`config.mk`:
```
export PLATFORM = sky130hd
export DESIGN_NAME = simd_lane_cmp
export DESIGN_NICKNAME = d
export VERILOG_FILES = /design/src/rtl/simd_cmp_pkg.sv /design/src/rtl/simd_cmp_slot.sv /design/src/rtl/simd_cmp_chain.sv /design/src/rtl/simd_cmp_encode.sv /design/src/rtl/simd_lane_cmp.sv
export SDC_FILE = /design/constraint.sdc
export NUM_CORES = 1
export LEC_CHECK = 0
export ABC_AREA = 0
export BUFFER_PORTS_ARGS = -buffer_cell sky130_fd_sc_hd__buf_2
export CAP_MARGIN = 5
export CORE_MARGIN = 4
export CORE_UTILIZATION = 35
export DETAILED_ROUTE_END_ITERATION = 10
export SYNTH_ARGS = -nofsm -noshare
export SYNTH_HDL_FRONTEND = slang
export SYNTH_HIERARCHICAL = 1
export SYNTH_SLANG_ARGS = --single-unit
```
`constraint.sdc`:
```
create_clock -name clk -period 3.5 [get_ports clk]
set_clock_uncertainty 0.1 [all_clocks]
set_input_delay 0.35 -clock clk [delete_from_list [all_inputs] [get_ports clk]]
set_output_delay 0.35 -clock clk [all_outputs]
set_load 0.005 [all_outputs]
```
`src/rtl/simd_cmp_pkg.sv`:
```
package simd_cmp_pkg;

    localparam int SLOT_W    = 4;
    localparam int NUM_SLOTS = 4;
    localparam int NUM_RELS  = 6;

    // Ordering of one slot or one merged run of slots.
    typedef struct packed {
        logic eq;
        logic gt;
    } ord_t;

    // Combine a more significant run (hi) with the next lower slot (lo).
    function automatic ord_t ord_merge(ord_t hi, ord_t lo);
        ord_t r;
        r.eq = hi.eq & lo.eq;
        r.gt = hi.gt | (hi.eq & lo.gt);
        return r;
    endfunction

endpackage

```
`src/rtl/simd_cmp_slot.sv`:
```
module simd_cmp_slot
    import simd_cmp_pkg::*;
#(
    parameter int SLOT_W = simd_cmp_pkg::SLOT_W
) (
    input  logic [SLOT_W-1:0] a,
    input  logic [SLOT_W-1:0] b,
    output ord_t              ord
);
    always_comb begin
        ord.eq = (a == b);
        ord.gt = (a > b);
    end
endmodule

```
`src/rtl/simd_cmp_chain.sv`:
```
module simd_cmp_chain
    import simd_cmp_pkg::*;
#(
    parameter int NUM_SLOTS = simd_cmp_pkg::NUM_SLOTS
) (
    input  ord_t [NUM_SLOTS-1:0] slot_ord,
    input  logic [NUM_SLOTS-2:0] cut,
    output ord_t [NUM_SLOTS-1:0] run_ord,
    output logic [NUM_SLOTS-1:0] lane_low
);
    // Top slot starts its own run.
    assign run_ord[NUM_SLOTS-1] = slot_ord[NUM_SLOTS-1];
    assign lane_low[0]          = 1'b1;

    genvar i;
    generate
        for (i = 0; i < NUM_SLOTS-1; i++) begin : g_link
            // Boundary i sits above slot i: cut restarts the run here.
            assign run_ord[i] = cut[i] ? slot_ord[i]
                                       : ord_merge(run_ord[i+1], slot_ord[i]);
            assign lane_low[i+1] = cut[i];
        end
    endgenerate
endmodule

```
`src/rtl/simd_cmp_encode.sv`:
```
module simd_cmp_encode
    import simd_cmp_pkg::*;
#(
    parameter int NUM_SLOTS = simd_cmp_pkg::NUM_SLOTS
) (
    input  ord_t [NUM_SLOTS-1:0] run_ord,
    input  logic [NUM_SLOTS-1:0] lane_low,
    output logic [NUM_SLOTS-1:0] eq,
    output logic [NUM_SLOTS-1:0] ne,
    output logic [NUM_SLOTS-1:0] lt,
    output logic [NUM_SLOTS-1:0] le,
    output logic [NUM_SLOTS-1:0] gt,
    output logic [NUM_SLOTS-1:0] ge
);
    always_comb begin
        for (int s = 0; s < NUM_SLOTS; s++) begin
            eq[s] = lane_low[s] &  run_ord[s].eq;
            ne[s] = lane_low[s] & ~run_ord[s].eq;
            gt[s] = lane_low[s] &  run_ord[s].gt;
            lt[s] = lane_low[s] & ~run_ord[s].eq & ~run_ord[s].gt;
            le[s] = lane_low[s] & ~run_ord[s].gt;
            ge[s] = lane_low[s] & (run_ord[s].gt | run_ord[s].eq);
        end
    end
endmodule

```
`src/rtl/simd_lane_cmp.sv`:
```
module simd_lane_cmp
    import simd_cmp_pkg::*;
#(
    parameter int SLOT_W    = simd_cmp_pkg::SLOT_W,
    parameter int NUM_SLOTS = simd_cmp_pkg::NUM_SLOTS,
    parameter bit OUT_REG   = 1'b1,
    localparam int DATA_W   = SLOT_W * NUM_SLOTS,
    localparam int CUT_W    = NUM_SLOTS - 1
) (
    input  logic                 clk,
    input  logic                 rst,
    input  logic [CUT_W-1:0]     part_cut,
    input  logic [DATA_W-1:0]    opa,
    input  logic [DATA_W-1:0]    opb,
    output logic [NUM_SLOTS-1:0] rel_eq,
    output logic [NUM_SLOTS-1:0] rel_ne,
    output logic [NUM_SLOTS-1:0] rel_lt,
    output logic [NUM_SLOTS-1:0] rel_le,
    output logic [NUM_SLOTS-1:0] rel_gt,
    output logic [NUM_SLOTS-1:0] rel_ge
);
    localparam int REL_W = NUM_RELS * NUM_SLOTS;

    ord_t [NUM_SLOTS-1:0] slot_ord;
    ord_t [NUM_SLOTS-1:0] run_ord;
    logic [NUM_SLOTS-1:0] lane_low;
    logic [NUM_SLOTS-1:0] c_eq, c_ne, c_lt, c_le, c_gt, c_ge;
    logic [REL_W-1:0]     rel_comb;
    logic [REL_W-1:0]     rel_out;

    genvar i;
    generate
        for (i = 0; i < NUM_SLOTS; i++) begin : g_slot
            simd_cmp_slot #(.SLOT_W(SLOT_W)) u_slot (
                .a   (opa[i*SLOT_W +: SLOT_W]),
                .b   (opb[i*SLOT_W +: SLOT_W]),
                .ord (slot_ord[i])
            );
        end
    endgenerate

    simd_cmp_chain #(.NUM_SLOTS(NUM_SLOTS)) u_chain (
        .slot_ord (slot_ord),
        .cut      (part_cut),
        .run_ord  (run_ord),
        .lane_low (lane_low)
    );

    simd_cmp_encode #(.NUM_SLOTS(NUM_SLOTS)) u_enc (
        .run_ord  (run_ord),
        .lane_low (lane_low),
        .eq       (c_eq),
        .ne       (c_ne),
        .lt       (c_lt),
        .le       (c_le),
        .gt       (c_gt),
        .ge       (c_ge)
    );

    assign rel_comb = {c_eq, c_ne, c_lt, c_le, c_gt, c_ge};

    generate
        if (OUT_REG) begin : g_reg
            logic [REL_W-1:0] rel_q;
            always_ff @(posedge clk) begin
                if (rst) rel_q <= '0;
                else     rel_q <= rel_comb;
            end
            assign rel_out = rel_q;
        end else begin : g_comb
            assign rel_out = rel_comb;
        end
    endgenerate

    assign {rel_eq, rel_ne, rel_lt, rel_le, rel_gt, rel_ge} = rel_out;

endmodule

```
==> reports/metrics.yaml <==
floorplanning:
  core_area_mm2: 0.00400
  rows: 23
  die_x_um: 72.3
  die_y_um: 72.3
  design.die.area_mm2: 0.00523
  io_pins: 61
  start_util_pct: 36.2
routing:
  wire_per_inst_um: 10.1
  dr.pass1.iters: 2
  detail_route.vias_per_cell: 4.32
  routed_wl_mm: 2.55
  via_count: 1088
  drtIter0Drc: 28
  drtAntennaViolNets: 0
  drcViolationCount: 0
placement:
  post-place-ws_ns: 0.995
  gp_congestion: 0.716
  dpl.hpwl_mm: 2.12
  placed_area_mm2: 0.00174
  io_buffers: 60
global_route:
  grt_max_degree: 25
  grt_pass1_wl_mm: 4.40
  grt_usage_pct: 10.3
  grt.overflow.total: 0
  antenna_found_initial: 0
  grt_pass1_vias: 1045
final_layout:
  fin_util_pct: 44.9
  layout.nets: 256
  largest_reg_flops: 24
  drive_gt1_share_pct: 52.0
  areaGrowthSynthToFinish_pct: 24.2
  largest-register: "g_reg.rel_q"
  stdcell_area_mm2: 0.00180
  largest_registers: "g_reg.rel_q: 24 flops"
  antennaDiodeCount: 0
  layout_common_cells: "60 x buf_2, 24 x dfxtp_1, 18 x nor2b_2, 18 x inv_1, 16 x ha_1"
  mostFrequentLayoutCell: "buf_2"
logic_synthesis:
  avgSynthCellArea_um2: 9.92
  yosysWarnings: 6
  syn_inst: 146
  synth.distinct_cells: 22
  synth_fp_nets: 199
  async_flop_share_pct: 0
  synth_area_mm2: 0.00145
  synth-seq-cells: 24
  synth_edf_count: 0
  ys.flop_type: "dfxtp_1"
  seq_area_frac_synth_pct: 33.2
clock_tree:
  cts_tree: "done"
  h-tree-depth: 1
  cts_setup_buffers: 0
  cts-root-buf: "clkbuf_8"
  ctsLongestPathBuffers: 2
  post_cts_resized: 0
  cts_buffers: 3
  path_clk_slew_ns: 0.08
  cts_hold_buf: 0
  cts_sinks: 24
worst_setup_path:
  worstSetupPathType: "in2reg"
  worstPathMaxFanout: 7
  crit_path_top_delay_cell: "ha_1"
  start_kind: "input pin"
  cp_slowest_stage_delay_ns: 0.32
  critPathCaptureType: "flop"
  arrival_ns: 2.26
  cp_cell_sequence: "buf_2, ha_1, and4_1, o21a_1, or2_4, a21oi_2, o22ai_1, and2_2, nor2b_2"
  worst_ep_required_time_ns: 3.54
timing:
  hold_violations: 0
  setup_viol: 0
  tns_ns: 0
  final_max_slew_viol_count: 0
  relSlewSlack_pct: 65.0
  min_period_ns: 2.22
  rsz0062_at_grt: "no"
  fin_ws_ns: 1.28
  fmax_mhz: 451
  worstMarginPinSlew_ns: 0.525
  fin_crit_sh_pct: 63.4
worst_hold_path:
  min_path_type: "in2reg"
power:
  ir_drop_v: 0.000168
  switchingPower_uw: 153
  comb_power_share_pct: 23.8
  seq_power_share_pct: 47.0
  clockPowerShare_pct: 29.3
  p_int_uw: 468
  p_leak_uw: 0.000951
  p_per_area_mw_per_mm2: 346
  switching_share_pct: 24.7
run:
  drv_cap: 0
outcome:
  status: "finished, final reports clean"
[final cells by class]
type / count / area, µm²
Timing Repair Buffer: 60 / 300
Inverter: 18 / 67.6
Multi-Input combinational cell: 96 / 832
Tap cell: 50 / 62.6
Fill cell: 400 / 2200
Sequential cell: 24 / 480
Clock buffer: 4 / 55.1
[Yosys cell counts, types with 2 or more instances]
cell | n | share of area (%)
dfxtp_1 | 24 | 33
nor3b_2 | 4 | 3.5
nor2b_2 | 18 | 11
and2_2 | 8 | 4.1
o21a_1 | 5 | 2.6
buf_4 | 6 | 3.1
nor2b_1 | 15 | 6.5
a21oi_1 | 5 | 1.7
inv_1 | 18 | 4.7
a21oi_2 | 6 | 3.6
ha_1 | 16 | 14
and4_1 | 4 | 2.4
o211ai_2 | 4 | 3.5
buf_6 | 2 | 1.6
and2b_1 | 4 | 2.1
[worst paths after layout]
check	start	end	slack, ns	cells after the start
min	part_cut[1]	g_reg.rel_q[2]$_SDFF_PP0_	0.38	3
max	opa[15]	g_reg.rel_q[4]$_SDFF_PP0_	1.28	9
[per-stage QoR]
stage / total power [µW] / hold slack [ns] / instances
floorplan: 405 / 0.440 / 146
global placement: 449 / 0.627 / 248
detailed placement: 449 / 0.627 / 248
CTS: 633 / 0.376 / 252
global route: 665 / 0.400 / 252
finish: 622 / 0.385 / 252
[metal layers]
metal  vias to the layer above  wire length [µm]  GRT usage, %
li1                        582                 -             -
met1                       480              1170          13.4
met2                        24              1210          17.0
met3                         2               137          1.52
met4                         0                30          4.38
met5                         -                 0             0
[power groups by stage]
stage	Combinational, µW	Clock [µW]	Sequential [µW]
after global placement	150	0	299
final	148	182	292
after detailed placement	150	0	299
after CTS	151	190	292
after floorplan	104	0	301
after global routing	171	200	294
[worst max-delay path: cells and delay by family]
family / cells / cell delay [ns]
adders and majority gates: 1 / 0.32
AOI/OAI and AO/OA: 3 / 0.58
and+or+nand+nor: 4 / 0.92
buffers and inverters: 1 / 0.10
[logic make-up after synthesis]
| group | after synthesis | synth area share (%) |
|---|---|---|
| AOI/OAI and AO/OA | 22 | 12.2 |
| adders and majority gates | 16 | 13.8 |
| buffers and inverters | 26 | 9.33 |
| DFF | 24 | 33.2 |
| other | 1 | 0.259 |
| and+or+nand+nor | 57 | 31.2 |
(Power assumes the default switching activity.)
